### config.mk
export PLATFORM = sky130hd
export DESIGN_NAME = tmr8_pwm
export DESIGN_NICKNAME = d
export VERILOG_FILES = /design/src/rtl/tmr8_pkg.sv /design/src/rtl/tmr8_counter.sv /design/src/rtl/tmr8_regs.sv /design/src/rtl/tmr8_wave.sv /design/src/rtl/tmr8_pwm.sv
export SDC_FILE = /design/constraint.sdc
export NUM_CORES = 1
export LEC_CHECK = 0
export BUFFER_PORTS_ARGS = -buffer_cell sky130_fd_sc_hd__buf_2
export CORE_AREA = 2 2 98 100
export DETAILED_ROUTE_END_ITERATION = 10
export DIE_AREA = 0 0 100 102
export PLACE_DENSITY = 0.69
export SLEW_MARGIN = 20
export SYNTH_ARGS = -nofsm -noshare
export SYNTH_HDL_FRONTEND = slang
export SYNTH_SLANG_ARGS = --single-unit
### constraint.sdc
create_clock -name clk -period 2 [get_ports clk]
set_clock_uncertainty 0.15 [all_clocks]
set_input_delay 0.3 -clock clk [delete_from_list [all_inputs] [get_ports clk]]
set_output_delay 0.3 -clock clk [all_outputs]
set_load 0.02 [all_outputs]
### src/rtl/tmr8_pkg.sv
package tmr8_pkg;
  typedef enum logic [1:0] {
    WM_NORMAL = 2'd0,
    WM_CTC    = 2'd1,
    WM_FAST   = 2'd2,
    WM_PHASE  = 2'd3
  } wmode_t;

  typedef enum logic [1:0] {
    OC_OFF    = 2'd0,
    OC_TOGGLE = 2'd1,
    OC_CLEAR  = 2'd2,
    OC_SET    = 2'd3
  } ocact_t;

  localparam int NCH    = 2;
  localparam int ADDR_W = 3;

  localparam logic [ADDR_W-1:0] A_CTRL  = 3'd0;
  localparam logic [ADDR_W-1:0] A_COUNT = 3'd1;
  localparam logic [ADDR_W-1:0] A_CMPA  = 3'd2;
  localparam logic [ADDR_W-1:0] A_CMPB  = 3'd3;
  localparam logic [ADDR_W-1:0] A_FORCE = 3'd4;
  localparam logic [ADDR_W-1:0] A_FLAGS = 3'd5;
endpackage

### src/rtl/tmr8_counter.sv
module tmr8_counter
  import tmr8_pkg::*;
#(
  parameter int W = 8
) (
  input  logic         clk,
  input  logic         rst,
  input  logic         tick,
  input  wmode_t       mode,
  input  logic         ld,
  input  logic [W-1:0] ld_val,
  input  logic [W-1:0] top_ctc,
  output logic [W-1:0] cnt,
  output logic         step,
  output logic         top_ev,
  output logic         ovf_ev,
  output logic         up_cls
);
  localparam logic [W-1:0] MAXV = {W{1'b1}};

  logic dir_up;

  assign step   = tick & ~ld;
  assign top_ev = step & (cnt == MAXV);
  assign ovf_ev = step & ((mode == WM_PHASE) ? (~dir_up & (cnt == '0))
                                             : (cnt == MAXV));
  // Direction the count takes after this tick (classifies phase-correct matches)
  assign up_cls = dir_up ? (cnt != MAXV) : (cnt == '0);

  always_ff @(posedge clk) begin
    if (rst) begin
      cnt    <= '0;
      dir_up <= 1'b1;
    end else if (ld) begin
      cnt <= ld_val;
    end else if (tick) begin
      case (mode)
        WM_CTC:   cnt <= (cnt == top_ctc) ? '0 : cnt + 1'b1;
        WM_PHASE: begin
          if (dir_up) begin
            if (cnt == MAXV) begin
              dir_up <= 1'b0;
              cnt    <= cnt - 1'b1;
            end else begin
              cnt <= cnt + 1'b1;
            end
          end else begin
            if (cnt == '0) begin
              dir_up <= 1'b1;
              cnt    <= cnt + 1'b1;
            end else begin
              cnt <= cnt - 1'b1;
            end
          end
        end
        default:  cnt <= cnt + 1'b1;
      endcase
    end
  end

  a_r2_hold_without_tick: assert property (@(posedge clk) disable iff (rst)
    (!tick && !ld) |=> $stable(cnt));

  a_r3_ctc_returns_zero: assert property (@(posedge clk) disable iff (rst)
    (mode == WM_CTC && step && cnt == top_ctc) |=> (cnt == '0));

  a_r5_turn_at_top: assert property (@(posedge clk) disable iff (rst)
    (mode == WM_PHASE && step && dir_up && cnt == MAXV) |=> (!dir_up && cnt == MAXV - 1'b1));
endmodule

### src/rtl/tmr8_regs.sv
module tmr8_regs
  import tmr8_pkg::*;
#(
  parameter int W = 8
) (
  input  logic                     clk,
  input  logic                     rst,
  input  logic                     wr_en,
  input  logic [ADDR_W-1:0]        addr,
  input  logic [W-1:0]             wdata,
  input  logic [W-1:0]             cnt,
  input  logic                     top_ev,
  input  logic                     ovf_ev,
  input  logic [NCH-1:0]           match,
  output wmode_t                   mode,
  output logic [NCH-1:0][1:0]      code,
  output logic [NCH-1:0][W-1:0]    cmp_act,
  output logic                     cnt_ld,
  output logic [NCH-1:0]           force_s,
  output logic [W-1:0]             rdata,
  output logic                     flag_ovf,
  output logic [NCH-1:0]           flag_cmp
);
  localparam int CTRL_W = 2 + 2 * NCH;

  logic [CTRL_W-1:0]         ctrl;
  logic [NCH-1:0][W-1:0]     cmp_buf;
  logic                      pwm;
  logic                      flg_clr;

  assign mode    = wmode_t'(ctrl[1:0]);
  assign pwm     = ctrl[1];
  assign cnt_ld  = wr_en & (addr == A_COUNT);
  assign flg_clr = wr_en & (addr == A_FLAGS);

  always_ff @(posedge clk) begin
    if (rst) begin
      ctrl <= '0;
    end else if (wr_en && addr == A_CTRL) begin
      ctrl <= wdata[CTRL_W-1:0];
    end
  end

  always_ff @(posedge clk) begin
    if (rst) begin
      flag_ovf <= 1'b0;
    end else begin
      flag_ovf <= (flag_ovf & ~(flg_clr & wdata[0])) | ovf_ev;
    end
  end

  for (genvar ch = 0; ch < NCH; ch++) begin : g_ch
    logic wr_c;
    assign wr_c        = wr_en & (addr == A_CMPA + ADDR_W'(ch));
    assign code[ch]    = ctrl[2 + 2*ch +: 2];
    assign force_s[ch] = wr_en & (addr == A_FORCE) & wdata[ch];

    always_ff @(posedge clk) begin
      if (rst) begin
        cmp_buf[ch] <= '0;
        cmp_act[ch] <= '0;
      end else begin
        if (wr_c) cmp_buf[ch] <= wdata;
        if (wr_c && !pwm) cmp_act[ch] <= wdata;
        else if (pwm && top_ev) cmp_act[ch] <= cmp_buf[ch];
      end
    end

    always_ff @(posedge clk) begin
      if (rst) begin
        flag_cmp[ch] <= 1'b0;
      end else begin
        flag_cmp[ch] <= (flag_cmp[ch] & ~(flg_clr & wdata[1+ch])) | match[ch];
      end
    end

    a_r7_buffer_hold: assert property (@(posedge clk) disable iff (rst)
      (pwm && wr_c && !top_ev) |=> $stable(cmp_act[ch]));

    a_r12_match_flag: assert property (@(posedge clk) disable iff (rst)
      match[ch] |=> flag_cmp[ch]);
  end

  always_ff @(posedge clk) begin
    if (rst) begin
      rdata <= '0;
    end else begin
      case (addr)
        A_CTRL:  rdata <= W'(ctrl);
        A_COUNT: rdata <= cnt;
        A_CMPA:  rdata <= cmp_buf[0];
        A_CMPB:  rdata <= cmp_buf[1];
        A_FLAGS: rdata <= W'({flag_cmp, flag_ovf});
        default: rdata <= '0;
      endcase
    end
  end

  a_r10_event_beats_clear: assert property (@(posedge clk) disable iff (rst)
    ovf_ev |=> flag_ovf);
endmodule

### src/rtl/tmr8_wave.sv
module tmr8_wave
  import tmr8_pkg::*;
#(
  parameter int W = 8
) (
  input  logic         clk,
  input  logic         rst,
  input  wmode_t       mode,
  input  logic [1:0]   code,
  input  logic [W-1:0] cmp,
  input  logic [W-1:0] cnt,
  input  logic         step,
  input  logic         top_ev,
  input  logic         up_cls,
  input  logic         force_s,
  output logic         match,
  output logic         wave
);
  ocact_t act;
  logic   oc, oc_n;

  assign act   = ocact_t'(code);
  assign match = step & (cnt == cmp);

  always_comb begin
    oc_n = oc;
    if (force_s) begin
      case (act)
        OC_TOGGLE: oc_n = ~oc;
        OC_CLEAR:  oc_n = 1'b0;
        OC_SET:    oc_n = 1'b1;
        default:   oc_n = oc;
      endcase
    end else begin
      if (match) begin
        case (act)
          OC_TOGGLE: oc_n = ~oc;
          OC_CLEAR:  oc_n = (mode == WM_PHASE) ? ~up_cls : 1'b0;
          OC_SET:    oc_n = (mode == WM_PHASE) ? up_cls  : 1'b1;
          default:   oc_n = oc;
        endcase
      end
      if (mode == WM_FAST && top_ev) begin
        if (act == OC_CLEAR)    oc_n = 1'b1;
        else if (act == OC_SET) oc_n = 1'b0;
      end
    end
  end

  always_ff @(posedge clk) begin
    if (rst) begin
      oc   <= 1'b0;
      wave <= 1'b0;
    end else begin
      oc   <= oc_n;
      wave <= (act != OC_OFF) & oc_n;
    end
  end

  a_r9_level_held: assert property (@(posedge clk) disable iff (rst)
    (!match && !force_s && !top_ev) |=> $stable(oc));

  a_r11_off_is_low: assert property (@(posedge clk) disable iff (rst)
    (code == 2'd0) |=> !wave);
endmodule

### src/rtl/tmr8_pwm.sv
module tmr8_pwm
  import tmr8_pkg::*;
#(
  parameter int W = 8
) (
  input  logic         clk,
  input  logic         rst,
  input  logic         tick,
  input  logic         wr_en,
  input  logic [2:0]   addr,
  input  logic [W-1:0] wdata,
  output logic [W-1:0] rdata,
  output logic         wave_a,
  output logic         wave_b,
  output logic         flag_ovf,
  output logic         flag_cmpa,
  output logic         flag_cmpb
);
  wmode_t                mode;
  logic [NCH-1:0][1:0]   code;
  logic [NCH-1:0][W-1:0] cmp_act;
  logic [NCH-1:0]        force_s, match, flag_cmp, wave_v;
  logic [W-1:0]          cnt;
  logic                  cnt_ld, step, top_ev, ovf_ev, up_cls;

  tmr8_regs #(.W(W)) u_regs (
    .clk(clk), .rst(rst), .wr_en(wr_en), .addr(addr), .wdata(wdata),
    .cnt(cnt), .top_ev(top_ev), .ovf_ev(ovf_ev), .match(match),
    .mode(mode), .code(code), .cmp_act(cmp_act), .cnt_ld(cnt_ld),
    .force_s(force_s), .rdata(rdata), .flag_ovf(flag_ovf), .flag_cmp(flag_cmp)
  );

  tmr8_counter #(.W(W)) u_cnt (
    .clk(clk), .rst(rst), .tick(tick), .mode(mode), .ld(cnt_ld),
    .ld_val(wdata), .top_ctc(cmp_act[0]), .cnt(cnt), .step(step),
    .top_ev(top_ev), .ovf_ev(ovf_ev), .up_cls(up_cls)
  );

  for (genvar ch = 0; ch < NCH; ch++) begin : g_wave
    tmr8_wave #(.W(W)) u_wave (
      .clk(clk), .rst(rst), .mode(mode), .code(code[ch]), .cmp(cmp_act[ch]),
      .cnt(cnt), .step(step), .top_ev(top_ev), .up_cls(up_cls),
      .force_s(force_s[ch]), .match(match[ch]), .wave(wave_v[ch])
    );
  end

  assign wave_a    = wave_v[0];
  assign wave_b    = wave_v[1];
  assign flag_cmpa = flag_cmp[0];
  assign flag_cmpb = flag_cmp[1];

  a_r8_force_sets_no_flag: assert property (@(posedge clk) disable iff (rst)
    (force_s[0] && !tick) |=> !$rose(flag_cmpa));

  a_r8_force_keeps_count: assert property (@(posedge clk) disable iff (rst)
    (force_s[0] && !tick && !cnt_ld) |=> $stable(cnt));
endmodule

-- Word level (Yosys, flattened, before mapping)
Cells that the tools add are included.
- bitwise gates (word level): 32
- order comparisons: 0
- muxes and demuxes: 33
- add/subtract/negate cells: 2
- multipliers: 0
- shifts and indexed selects: 0
- eq/ne operators: 18
- reduce and logical (&&, ||, !) cells: 14
- divide/modulo/power cells: 0
- operators with widths (kind ; count):
    $mux W8 ; 10
    $pmux W8 S5 ; 1
    $and A1 B1 Y1 ; 21
    $mux W1 ; 17
    $eq A8 B8 Y1 ; 2
    $pmux W8 S2 ; 1
    $eq A2 B2 Y1 const B ; 6
    $pmux W1 S3 ; 4
    $reduce_bool A2 Y1 ; 5
    $add A8 B1 Y8 const B ; 1
    $eq A8 B8 Y1 const B ; 1
    $logic_not A8 Y1 ; 1
    $ne A8 B8 Y1 const B ; 1
    $not A1 Y1 ; 8
    $sub A8 B1 Y8 const B ; 1
    $eq A2 B1 Y1 const B ; 3
    $eq A3 B2 Y1 const B ; 2
    $eq A3 B3 Y1 const B ; 2
    $logic_and A1 B1 Y1 ; 5
    $eq A3 B1 Y1 const B ; 1
    $logic_not A3 Y1 ; 1
    $or A1 B1 Y1 ; 3
    $reduce_and A3 Y1 ; 1
    $logic_not A1 Y1 ; 1
- register bits after elaboration: 62
- word-level logic and storage cells: 114
- output and inout bits: 13
- input port bits: 15
- bits in read-only memories: 0
- memories kept: 0
- bits in latches: 0
- bits in writable memories: 0

-- Depth between registers and ports, before layout
Gate-level depths: netlist of run 1.
- depth in word-level cells: 11
- depth in mapped cells: 8
- mapped depth without buffers: 6

-- Hierarchy
A second synthesis of run 1 with hierarchy kept.
- cell total of the unflattened synthesis: 472
- area total of the unflattened synthesis: 3963.8 µm²
- by module, submodules not included (module ; sequential area each (µm²) ; times used ; cells each ; area each (µm²)):
    tmr8_regs ; 980.9 ; 1 ; 248 ; 2238.4
    tmr8_counter ; 180.2 ; 1 ; 138 ; 1049.8
    tmr8_wave ; 40.0 ; 2 ; 43 ; 337.8

-- Worst setup path after synthesis of run 1
OpenSTA, ideal clock, no wires.
- path kind: register -> register
- start point: register u_cnt.cnt[0]
- end point: register g_wave[0].u_wave.oc
- cell stages (with the launch flop): 8
- library setup time: 0.142 ns
- buffers on the path: 1
- period minus slack after synthesis: 2.020 ns
- path slack: -0.020 ns
- data required time: 1.708 ns
- data arrival time: 1.727 ns
- cells stage by stage: dfxtp_1 buf_2 inv_1 ha_1 a41oi_2 a32oi_1 a2111oi_0 nor4b_1
- word-level cells in the longest chain between the ends: 10
- elaborated cells on any way between the ends: 17
- those cells by class: 3 x eq/ne; 9 x mux; 3 x bitwise; 2 x reduce/logical
- RTL lines (item ; line ; RTL):
    start, declared ; tmr8_counter.sv:13 ; output logic [W-1:0] cnt,
    start signal, assigned ; tmr8_counter.sv:35 ; cnt <= ld_val;
    start signal, assigned ; tmr8_counter.sv:38 ; WM_CTC: cnt <= (cnt == top_ctc) ? '0 : cnt + 1'b1;
    start signal, assigned ; tmr8_counter.sv:43 ; cnt <= cnt - 1'b1;
    $ne A8 B8 Y1 or $logic_not A8 Y1 (tied branches) ; tmr8_counter.sv:28 ; assign up_cls = dir_up ? (cnt != MAXV) : (cnt == '0);
    $mux W1 ; tmr8_counter.sv:28 ;
    $not A1 Y1 ; tmr8_wave.sv:38 ; OC_CLEAR: oc_n = (mode == WM_PHASE) ? ~up_cls : 1'b0;
    $mux W1 ; tmr8_wave.sv:38 ;
    $pmux W1 S3 ; tmr8_wave.sv:36 ; case (act)
    $mux W1 ; tmr8_wave.sv:35 ; if (match) begin
    $mux W1 ; tmr8_wave.sv:45 ; else if (act == OC_SET) oc_n = 1'b0;
    $mux W1 ; tmr8_wave.sv:44 ; if (act == OC_CLEAR) oc_n = 1'b1;
    $mux W1 (*) ; tmr8_wave.sv:43 ; if (mode == WM_FAST && top_ev) begin
    $mux W1 (*) ; tmr8_wave.sv:27 ; if (force_s) begin
    end signal, assigned ; tmr8_wave.sv:55 ; oc <= oc_n;
    end, declared ; tmr8_wave.sv:20 ; logic oc, oc_n;
Mark *: on every way between the ends. The rest lies on a longest branch, timed or not.
A chain may end at the register's enable or synchronous reset.

-- Worst setup path in the final report of run 1
- start point: register u_cnt.cnt[1]
- end point: register u_regs.cmp_act[2] (netlist bit)
- word-level cells in the longest chain between the ends: 4
- RTL lines (item ; line ; RTL):
    $eq A8 B8 Y1 ; tmr8_counter.sv:24 ; assign top_ev = step & (cnt == MAXV);
    $and A1 B1 Y1 ; tmr8_counter.sv:24 ;
    $logic_and A1 B1 Y1 ; tmr8_regs.sv:65 ; else if (pwm && top_ev) cmp_act[ch] <= cmp_buf[ch];
    $reduce_bool A2 Y1 (no line) ; - ;
    end signal, assigned by index ; tmr8_regs.sv:64 ; if (wr_c && !pwm) cmp_act[ch] <= wdata;
    end signal, assigned by index ; tmr8_regs.sv:65 ;
    end, declared ; tmr8_regs.sv:17 ; output logic [NCH-1:0][W-1:0] cmp_act,
Every way passes these cells.

==> results.md, run 1 <==
- Mapped Cells: 463
- IO Pins: 28
- Hold WS: 0.08949 ns
- Initial drt markers: 287
- Final Wtd Congestion: 1.007
- Final Critical Period: 2.058 ns
- EDFF count, synth: 0
- Largest net degree at the start of global routing: 43
- Most used DFF post-synth: dfxtp_1
- GRT overflow: 0
- Async S/R FF share, synth: 0
- Drc violations: 0
- Yosys top cell by area: dfxtp_1
- Buffers on Ports: 27
- Critical Path AT: 2.15 ns
- Hold Buf Count CTS: 0
- Area added between synthesis and finish: 34.25%
- Register area: 1272 µm²
- Critical Path Start Type: flip-flop
- Vias in the first global route: 3579
- Xor/xnor share of the synthesized area: 0.05212
- Final WL: 12170 µm
- Setup ws final: -0.05846 ns
- Vias: 3865
- Post-DP HPWL: 8429 µm
- # diodes: 0
- Simple-Gate Fraction of Synth Area: 0.2968
- Initial antenna violation count: 0
- Die H: 102 µm
- Routed Antenna Nets: 0
- Htree depth: 3
- Via density per instance: 5.883
- CTS tree: done
- WP data required: 2.10 ns
- Rel. slew slack: 0.6477
- First-pass GRT wire length: 18190 µm
- Layout cells sized above 1: 0.3553
- Syn. warnings: 0
- Post-synth top area share: 0.3357
- Row count: 35
- Final setup viols: 10
- Avg WL per Cell: 18.52 µm
- Fin area: 4964 µm²
- Largest family of logic cells by synthesized area: simple AND/OR/NAND/NOR gates
- Final Hold Viols: 0
- Total track usage: 0.2297
- Root Buffer: clkbuf_8
- Slew @ Worst Pin: 0.5244 ns
- Yosys reg bits: 62
- Distinct cell type count after synthesis: 70
- Max Freq: 0.4858 GHz
- Pwr/cell area: 595.7 nW/µm²
- Worst vdd ir: 0.6070 mV
- Post-synth top cells: nand2_1 (79), dfxtp_1 (62), nor2_1 (47), a21oi_1 (34), nand3_1 (18)
- Placed instance area: 4350 µm²
- Most common cell in the synthesized netlist: nand2_1
- Synth Area in Compound Gates: 0.1926
- Max cap viols: 0
- Final period utilization: 1.029
- Nets: 559
- FILL cells: 805
- Crit Path Class: reg2reg
- Die Footprint: 10200 µm²
- Crit. End Element: flip-flop
- Sequential share of the synthesized area: 0.3357
- Clock tree buffer depth: 2
- Critical path peak fanout: 8
- Core Region: 9109 µm²
- Chip width: 100 µm
- Min-delay worst type: in2reg
- Pre-antenna DRT Iters: 5
- Multi-input gate area: 2544 µm²
- CTS sink count: 62
- Clk slew on worst S/H paths: 0.08 ns
- Avg Inst Size Synth: 7.986 µm²
- CTS buffer count: 9
- Slew Limit Fails: 0
- Starting Density: 0.4059
- Post-synthesis adder-cell area fraction: 0.01015
- Status: complete, but fails checks
- Synthesized cell area: 3697 µm²
- Mux cell area share after synthesis: 0.05279
- Syn nets: 481
- Clock Latency Late Sink: 0.34 ns
- Leakage: 1.927 nW
- RSZ-0062 raised after global routing: yes
- Top cells by area, synth: dfxtp_1 (34%), nand2_1 (8.0%), nor2_1 (4.8%)
- Failing checks: negative setup slack
==> flip-flops by register name (all words and copies together) (netlist names) <==
signal,count
u_regs.rdata,8
u_regs.flag_cmp,2
g_wave.u_wave.oc,2
u_regs.ctrl,6
u_cnt.cnt,8
u_regs.cmp_buf,16
u_cnt.dir_up,1
g_wave.u_wave.wave,2
u_regs.cmp_act,16
u_regs.flag_ovf,1
==> final cells by class <==
type / count / share of cell area
Sequential cell: 62 / 0.2564
Inverter: 10 / 0.007562
Clock buffer: 9 / 0.02496
Clock inverter: 7 / 0.01134
Multi-Input combinational cell: 356 / 0.5125
Timing Repair Buffer: 102 / 0.1593
Tap cell: 111 / 0.02798
==> worst paths after layout <==
kind / start / to / slack [ns] / cells after the start
setup reg to reg: u_cnt.cnt[1]$_SDFFE_PP0P_ / u_regs.cmp_act[2]$_SDFFE_PP0P_ / -0.06 / 8
hold reg to reg: u_regs.cmp_buf[15]$_SDFFE_PP0P_ / u_regs.cmp_buf[15]$_SDFFE_PP0P_ / 0.33 / 2
hold / removal: addr[2] / u_regs.rdata[5]$_SDFF_PP0_ / 0.09 / 2
setup / recovery: u_cnt.cnt[1]$_SDFFE_PP0P_ / u_regs.cmp_act[2]$_SDFFE_PP0P_ / -0.06 / 8
==> cells by family (layout without fill, tap and decap cells) <==
kind of cell,count (synthesis),after routing
AO/OA/AOI/OAI,105,105
multiplexers,15,15
buffers and inverters,45,128
AND/OR/NAND/NOR,214,214
adder cells (fa/ha/maj),3,3
flip-flops,62,62
XOR/XNOR,19,19
==> power by group <==
part	internal [mW]	total (mW)	switching [mW]
clock	0.459	1.03	0.573
combinational	0.268	0.597	0.329
sequential	1.27	1.33	0.0557
==> metal layers <==
layer  wire (µm)  vias up  part of all wire  GRT usage
met5           0        -                 0          0
met1        5022     1823              0.41     0.3012
met3        1033       30             0.085    0.05404
li1            -     1820                 -          -
met4         338        0             0.028    0.09062
met2        5772      192              0.47     0.3685
==> timing repair <==
item	CTS	global route
cloned	0	1
pin swaps	13	29
resized for setup	30	51
buffers inserted	3	5
hold endpoints to repair	0	0
setup endpoints to repair	27	26
==> critical path, cell delays in order (launching register included) <==
cell	delay, ns
dfxtp_4	0.40
ha_4	0.14
nand4_1	0.17
nor2_2	0.23
buf_4	0.15
and3_4	0.23
buf_12	0.16
nand2_4	0.05
a311oi_1	0.27
==> stage by stage <==
| stage | power, mW | setup slack [ns] | util | cells | setup TNS [ns] |
|---|---|---|---|---|---|
| final | 2.957 | -0.05846 | 0.5449 | 657 | -0.2575 |
| after global routing | 3.084 | -0.09596 | 0.5449 | 657 | -1.095 |
| after CTS | 2.921 | 0.003914 | 0.5130 | 651 | 0 |
| after detailed placement | 1.872 | -0.1917 | 0.4776 | 632 | -3.192 |
| after global placement | 1.862 | -0.1544 | 0.4776 | 632 | -2.105 |
| after floorplan | 1.659 | 0.01690 | - | 463 | 0 |
==> cell usage in the layout, fill, tap and decap left out, drive strengths merged, types with 11 or more instances in the layout <==
master,netlist,layout
buf,20,100
nand2,79,79
dfxtp,62,62
nor2,48,48
a21oi,34,34
nand3,19,19
o21ai,15,15
nor3,14,14
inv,10,12
clkbuf,15,11
Note: power is estimated with default switching activity, not from simulation.
==> run 2, diff against run 1 <==
--- a/config.mk
+++ b/config.mk
@@ -5,12 +5,14 @@
 export SDC_FILE = /design/constraint.sdc
 export NUM_CORES = 1
 export LEC_CHECK = 0
+export ABC_AREA = 1
 export BUFFER_PORTS_ARGS = -buffer_cell sky130_fd_sc_hd__buf_2
-export CORE_AREA = 2 2 98 100
+export CORE_AREA = 2 2 102 104
 export DETAILED_ROUTE_END_ITERATION = 10
-export DIE_AREA = 0 0 100 102
-export PLACE_DENSITY = 0.69
+export DIE_AREA = 0 0 104 106
+export PLACE_DENSITY = 0.68
 export SLEW_MARGIN = 20
 export SYNTH_ARGS = -nofsm -noshare
 export SYNTH_HDL_FRONTEND = slang
+export SYNTH_HIERARCHICAL = 1
 export SYNTH_SLANG_ARGS = --single-unit
==> run 2 against run 1 <==
Flip-flop and latch count did not move. Synthesized cell count rose by 40%. Via count grew 12%. Highest routed layer unchanged. First-iteration DRC count grew 28%. Clock-buffer cell count stayed put. Final area decreased by 3.4%. Combinational power decreased by 20%. The run now ends clean. Non-clock buffer count shrank 35. Core utilization down 6.5 points.
==> results.md, run 2 <==
- Min-delay worst type: in2reg
- Final Wtd Congestion: 0.9640
- Multi-input gate area: 2271 µm²
- GRT overflow: 0
- Vias: 4347
- Final Hold Viols: 0
- Critical Path Start Type: flip-flop
- Critical path's slowest cell: dfxtp_4
- Yosys reg bits: 62
- Avg WL per Cell: 14.71 µm
- Max Freq: 0.5015 GHz
- Largest stage delay on the critical path: 0.37 ns
- Initial antenna violation count: 0
- Layout Cells excl Fill: 846
- CP cell instances: ha_4 -> nand2_4 -> nor2_4 -> nand2_2 -> buf_6 -> nor2_4 -> buf_6 -> nand4_1 -> o21bai_1 -> inv_1 -> nand2_1 -> nand2_1 -> nand2_2 -> nor2_2
- EDFF count, synth: 0
- Distinct cell type count after synthesis: 38
- Critical path peak fanout: 3
- Final Power: 2.901 mW
- Starting Density: 0.4002
- Post-synth top cells: nand2_1 (162), inv_1 (112), nor2_1 (75), dfxtp_1 (62), nand3_1 (42)
- Final Critical Period: 1.994 ns
- Async S/R FF share, synth: 0
- Post-DP HPWL: 9265 µm
- Sequential share of the synthesized area: 0.3102
- IO Pins: 28
- Clk slew on worst S/H paths: 0.07 ns
- CTS tree: done
- Pre-antenna DRT Iters: 5
- Leakage: 2.163 nW
- Biggest registers after layout: u_regs/cmp_act x16, u_regs/cmp_buf x16
- Via density per instance: 5.138
- Vias in the first global route: 3946
- Chip width: 104 µm
- Final period utilization: 0.9971
- Crit. End Element: flip-flop
- Fin area: 4796 µm²
- Top cells by area, synth: dfxtp_1 (31%), nand2_1 (15%), inv_1 (11%)
- Nets: 723
- Slew Limit Fails: 0
- Die Footprint: 11020 µm²
- FF-to-FF setup slack: 0.006 ns
- Max cap viols: 0
- Largest net degree at the start of global routing: 29
- CP bufs+invs: 3
- CTS buffer count: 9
- Yosys top cell by area: dfxtp_1
- Synthesized cell area: 4001 µm²
- Status: complete, no violations
- Routed Antenna Nets: 0
- Post-layout util: 0.4796
- Mapped Cells: 646
- Clock tree buffer depth: 2
- First-pass GRT wire length: 19690 µm
- Most common cell in the synthesized netlist: nand2_1
- Area added between synthesis and finish: 19.86%
- Post-synth top area share: 0.3102
- Most common cell after layout, fill and taps aside: nand2_1
- Drc violations: 0
- Root Buffer: clkbuf_8
- Total track usage: 0.2254
- Dpl ws: -0.03706 ns
- Die H: 106 µm
- Rel. slew slack: 0.5887
- Placed instance area: 4473 µm²
- Worst vdd ir: 0.4621 mV
- Slew @ Worst Pin: 0.6163 ns
- Setup ws final: 0.005793 ns
- CTS sink count: 62
- Buffers on Ports: 27
- Crit Path Class: reg2reg
- Most used DFF post-synth: dfxtp_1
- CP top delay family: simple AND/OR/NAND/NOR gates
- Core Region: 10000 µm²
- Initial drt markers: 366
- Avg Inst Size Synth: 6.194 µm²
- Final WL: 12440 µm
- Htree depth: 3
- Syn nets: 664
- RSZ-0062 raised after global routing: yes
- Clock Latency Late Sink: 0.35 ns
- Placed Cells incl. Taps: 822
- Row count: 37
- WP data required: 2.09 ns
- Register area: 1252 µm²
- Pwr/cell area: 604.9 nW/µm²
- # diodes: 0
- Final setup viols: 0
- Critical Path AT: 2.09 ns
- Most frequent cells in the layout: nand2_1 (158), inv_1 (107), nor2_1 (73)
- Layout cells sized above 1: 0.2042
- FILL cells: 1030
- Hold WS: 0.1426 ns
- Final TNS setup: 0 ns
- Syn. warnings: 6
## run 2: changes by cell type after synthesis, sizes merged, moves of 8 or more
cell / change
o21ai: +27
nor3: -11
nand3: +28
a311oi: -9
nand2: +90
nand4: +10
buf: -9
nor2: +42
nor4: -8
mux2i: -9
a21oi: +8
inv: +106
## run 2: power breakdown
part | switching [mW] | internal (mW) | total, mW | leakage [nW]
combinational | 0.318 | 0.161 | 0.479 | 1.56
sequential | 0.0359 | 1.27 | 1.31 | 0.506
clock | 0.538 | 0.576 | 1.11 | 0.0956
## run 2: what timing repair did
| item | 4_1_cts | 5_1_grt |
|---|---|---|
| gates cloned | 0 | 1 |
| pin swaps | 0 | 8 |
| endpoints found under the setup margin | 4 | 20 |
| buffers inserted | 0 | 7 |
| resized for setup | 3 | 21 |
| hold buffers | 0 | 0 |
## run 2: kinds of logic after synthesis
| family | after synthesis | share of synthesized area |
|---|---|---|
| flip-flops | 62 | 0.3102 |
| XOR/XNOR | 8 | 0.01751 |
| AO/OA/AOI/OAI | 107 | 0.1548 |
| buffers and inverters | 137 | 0.1382 |
| AND/OR/NAND/NOR | 329 | 0.3699 |
| adder cells (fa/ha/maj) | 3 | 0.009382 |
## run 2: area by class of cell
| cell class | count | share of cell area |
|---|---|---|
| sequential | 62 | 0.2612 |
| clock inverter | 7 | 0.01513 |
| tap | 136 | 0.03548 |
| timing repair inverter | 1 | 0.001044 |
| inverter | 117 | 0.09392 |
| multi-input combinational | 447 | 0.4735 |
| timing repair buffer | 67 | 0.09392 |
| clock buffer | 9 | 0.02583 |
## run 2: layer usage
layer  global-route usage  vias up  routed length, µm
met5                    0        -                  0
met3              0.02698       23                822
li1                     -     2141                  -
met2               0.3750      176               5741
met4              0.09363        0                354
met1               0.2970     2007               5525
## run 2: final timing paths
kind	cells after the start	to	start
setup / recovery	14	g_wave[1].u_wave/wave$_SDFF_PP0_	u_cnt/cnt[1]$_SDFFE_PP0P_
hold / removal	3	u_regs/cmp_buf[7]$_SDFFE_PP0P_	wdata[7]
hold reg to reg	2	u_regs/cmp_buf[10]$_SDFFE_PP0P_	u_regs/cmp_buf[10]$_SDFFE_PP0P_
setup reg to reg	14	g_wave[1].u_wave/wave$_SDFF_PP0_	u_cnt/cnt[1]$_SDFFE_PP0P_
## run 2: worst register-to-register path: stages, from the launching register on
cell and delay, ns:
dfxtp_4 0.37, ha_4 0.16, nand2_4 0.06, nor2_4 0.14, nand2_2 0.10, buf_6 0.14
nor2_4 0.10, buf_6 0.12, nand4_1 0.12, o21bai_1 0.16, inv_1 0.05, nand2_1 0.06
nand2_1 0.05, nand2_2 0.08, nor2_2 0.03
==> run 3, diff against run 2 <==
--- a/config.mk
+++ b/config.mk
@@ -6,11 +6,14 @@
 export NUM_CORES = 1
 export LEC_CHECK = 0
 export ABC_AREA = 1
+export ABC_CLOCK_PERIOD_IN_PS = 2000
 export BUFFER_PORTS_ARGS = -buffer_cell sky130_fd_sc_hd__buf_2
 export CORE_AREA = 2 2 102 104
 export DETAILED_ROUTE_END_ITERATION = 10
 export DIE_AREA = 0 0 104 106
+export GPL_TIMING_DRIVEN = 1
 export PLACE_DENSITY = 0.68
+export REMOVE_ABC_BUFFERS = 1
 export SLEW_MARGIN = 20
 export SYNTH_ARGS = -nofsm -noshare
 export SYNTH_HDL_FRONTEND = slang
==> run 3 against run 2 <==
Via count is 0.60% lower. First-iteration DRC count is 18% lower. Power is 3.9% higher. Combinational power is 3% higher. Flip-flop and latch count stayed put. Global-route usage is 0.45 points higher. Core utilization is 0.19 points lower. Cell count stayed put. Die area stayed put. Final area is 0.39% lower. Register-to-register slack better by 0.09 ns. Routed wire length is 2.2% higher.
==> results.md, run 3 (synthesis gave the netlist of run 2 again) <==
- Final Critical Period: 1.905 ns
- Crit Path Class: reg2reg
- Max cap viols: 0
- Critical Path AT: 2.04 ns
- Hold WS: 0.1599 ns
- Setup ws final: 0.09486 ns
- Post-DP HPWL: 9712 µm
- Initial drt markers: 301
- Final Hold Viols: 0
- Chip width: 104 µm
- Rel. slew slack: 0.6294
- Clock Latency Late Sink: 0.34 ns
- Layout cells sized above 1: 0.1986
- Critical R2R Capture: g_wave[1].u_wave/wave$_SDFF_PP0_
- Buffers on Ports: 27
- Die H: 106 µm
- Final period utilization: 0.9526
- Clk slew on worst S/H paths: 0.08 ns
- Min-delay worst type: in2reg
- Largest net degree at the start of global routing: 30
- Slew @ Worst Pin: 0.5553 ns
- Total track usage: 0.2299
- Critical path peak fanout: 3
- Nets: 723
- Most frequent cells in the layout: nand2_1 (161), inv_1 (108), nor2_1 (71)
- Max Freq: 0.5249 GHz
- Final setup viols: 0
- Global routing usage on met1: 0.2909
- Vias: 4321
- Row count: 37
- CTS sink count: 62
- Slew Limit Fails: 0
- Via density per instance: 5.108
- Biggest registers after layout: u_regs/cmp_act x16, u_regs/cmp_buf x16
- First-pass GRT wire length: 20010 µm
- Htree depth: 3
- Source of the critical timing path: u_cnt/cnt[0]$_SDFFE_PP0P_
- Min-delay src: wdata[0]
- Core Region: 10000 µm²
- Final Wtd Congestion: 0.9541
- Final WL: 12710 µm
- Worst vdd ir: 0.6249 mV
- Pwr/cell area: 631.1 nW/µm²
- Avg WL per Cell: 15.02 µm
- Most common cell after layout, fill and taps aside: nand2_1
- IO Pins: 28
- FF-to-FF path depth: 17
- Met3 Usage GRT: 0.05028
- Status: complete, no violations
- Vias in the first global route: 4017
- Critical Path Start Type: flip-flop
- FF-to-FF setup slack: 0.09 ns
- Root Buffer: clkbuf_8
- Met2 Usage GRT: 0.3802
- Starting Density: 0.4002
- Worst hold path endpoint: u_regs/ctrl[0]$_SDFFE_PP0P_
- FF-to-FF Start: u_cnt/cnt[0]$_SDFFE_PP0P_
- RSZ-0062 raised after global routing: yes
- Pre-antenna DRT Iters: 7
- Crit. End Element: flip-flop
- Hold Buf Count CTS: 0
- Die Footprint: 11020 µm²
- CTS tree: done
- Initial antenna violation count: 0
- Drc violations: 0
- Clock tree buffer depth: 2
- WP data required: 2.13 ns
- Routed Antenna Nets: 0
- # diodes: 0
- GRT overflow: 0
- FILL cells: 1078
- Busiest grt layer: met2
- Hold-critical path depth: 3
- Area added between synthesis and finish: 19.39%
- Dpl ws: -0.07532 ns
- CTS buffer count: 9
- Leakage: 2.181 nW
[run 3: cell types whose count changed in the layout (fill, tap and decap cells not counted), moves of 2 or more]
cell | previous run | this run
nor2_1 | 73 | 71
buf_4 | 37 | 41
nand2_4 | 3 | 1
nand2_1 | 158 | 161
nor2_2 | 10 | 13
buf_6 | 2 | 0
clkinvlp_4 | 3 | 1
[run 3: through the flow]
step	setup TNS [ns]	power, mW	instance area [µm²]	instances	util
after floorplan	-8.123	1.602	3895	626	-
after global placement	0	1.801	4486	827	0.4486
after detailed placement	-0.4822	1.808	4486	827	0.4486
after CTS	0	3.015	4705	843	0.4705
after global routing	-0.3095	3.134	4777	846	0.4777
final	0	3.015	4777	846	0.4777
[run 3: worst max-delay path by stage]
stage / endpoint / cells after the start
CTS: g_wave[0].u_wave/wave$_SDFF_PP0_ / 17
global placement: u_regs/cmp_act[4]$_SDFFE_PP0P_ / 13
global route: g_wave[1].u_wave/wave$_SDFF_PP0_ / 17
finish: g_wave[1].u_wave/wave$_SDFF_PP0_ / 17
floorplan: u_regs/cmp_act[10]$_SDFFE_PP0P_ / 12
detailed placement: g_wave[0].u_wave/oc$_SDFF_PP0_ / 15
[run 3: timing repair]
action	in CTS	in global routing
gates resized for setup	3	17
pin swaps	1	12
buffers inserted	0	3
setup endpoints to repair	2	24
[run 3: power by group]
part	leakage, nW	switching [mW]	total [mW]	internal [mW]
Combinational	1.57	0.322	0.492	0.169
Clock	0.106	0.514	1.21	0.700
Sequential	0.505	0.0360	1.31	1.27
[run 3: per-layer routing]
metal | wire [µm] | vias to the layer above
met5 | 0 | -
met4 | 368 | 0
met3 | 782 | 28
met2 | 5884 | 152
met1 | 5675 | 1993
li1 | - | 2148
[run 3: layout make-up]
type                    instances  area, µm²  area share
clock buffers                  10      127.6     0.02672
clock inverters                 6      86.33     0.01807
inverters                     117      446.7     0.09350
multi-input cells             447       2255      0.4720
flip-flops and latches         62       1249      0.2614
well taps                     136      170.2     0.03562
repair buffers                 68      442.9     0.09272
[run 3: critical path, stage by stage, from the launching register on]
cell and delay [ns]:
dfxtp_4 0.38, ha_4 0.15, nand2_4 0.05, nor2_4 0.12
nand2_2 0.09, nand2_2 0.08, nand2_2 0.06, inv_1 0.05
nand4_1 0.09, nand2_1 0.10, nand2_1 0.05, nand2_1 0.06
nand3_1 0.08, nand3_1 0.09, nand2_1 0.05, nand2_1 0.06
nand2_2 0.07, nor2_2 0.07
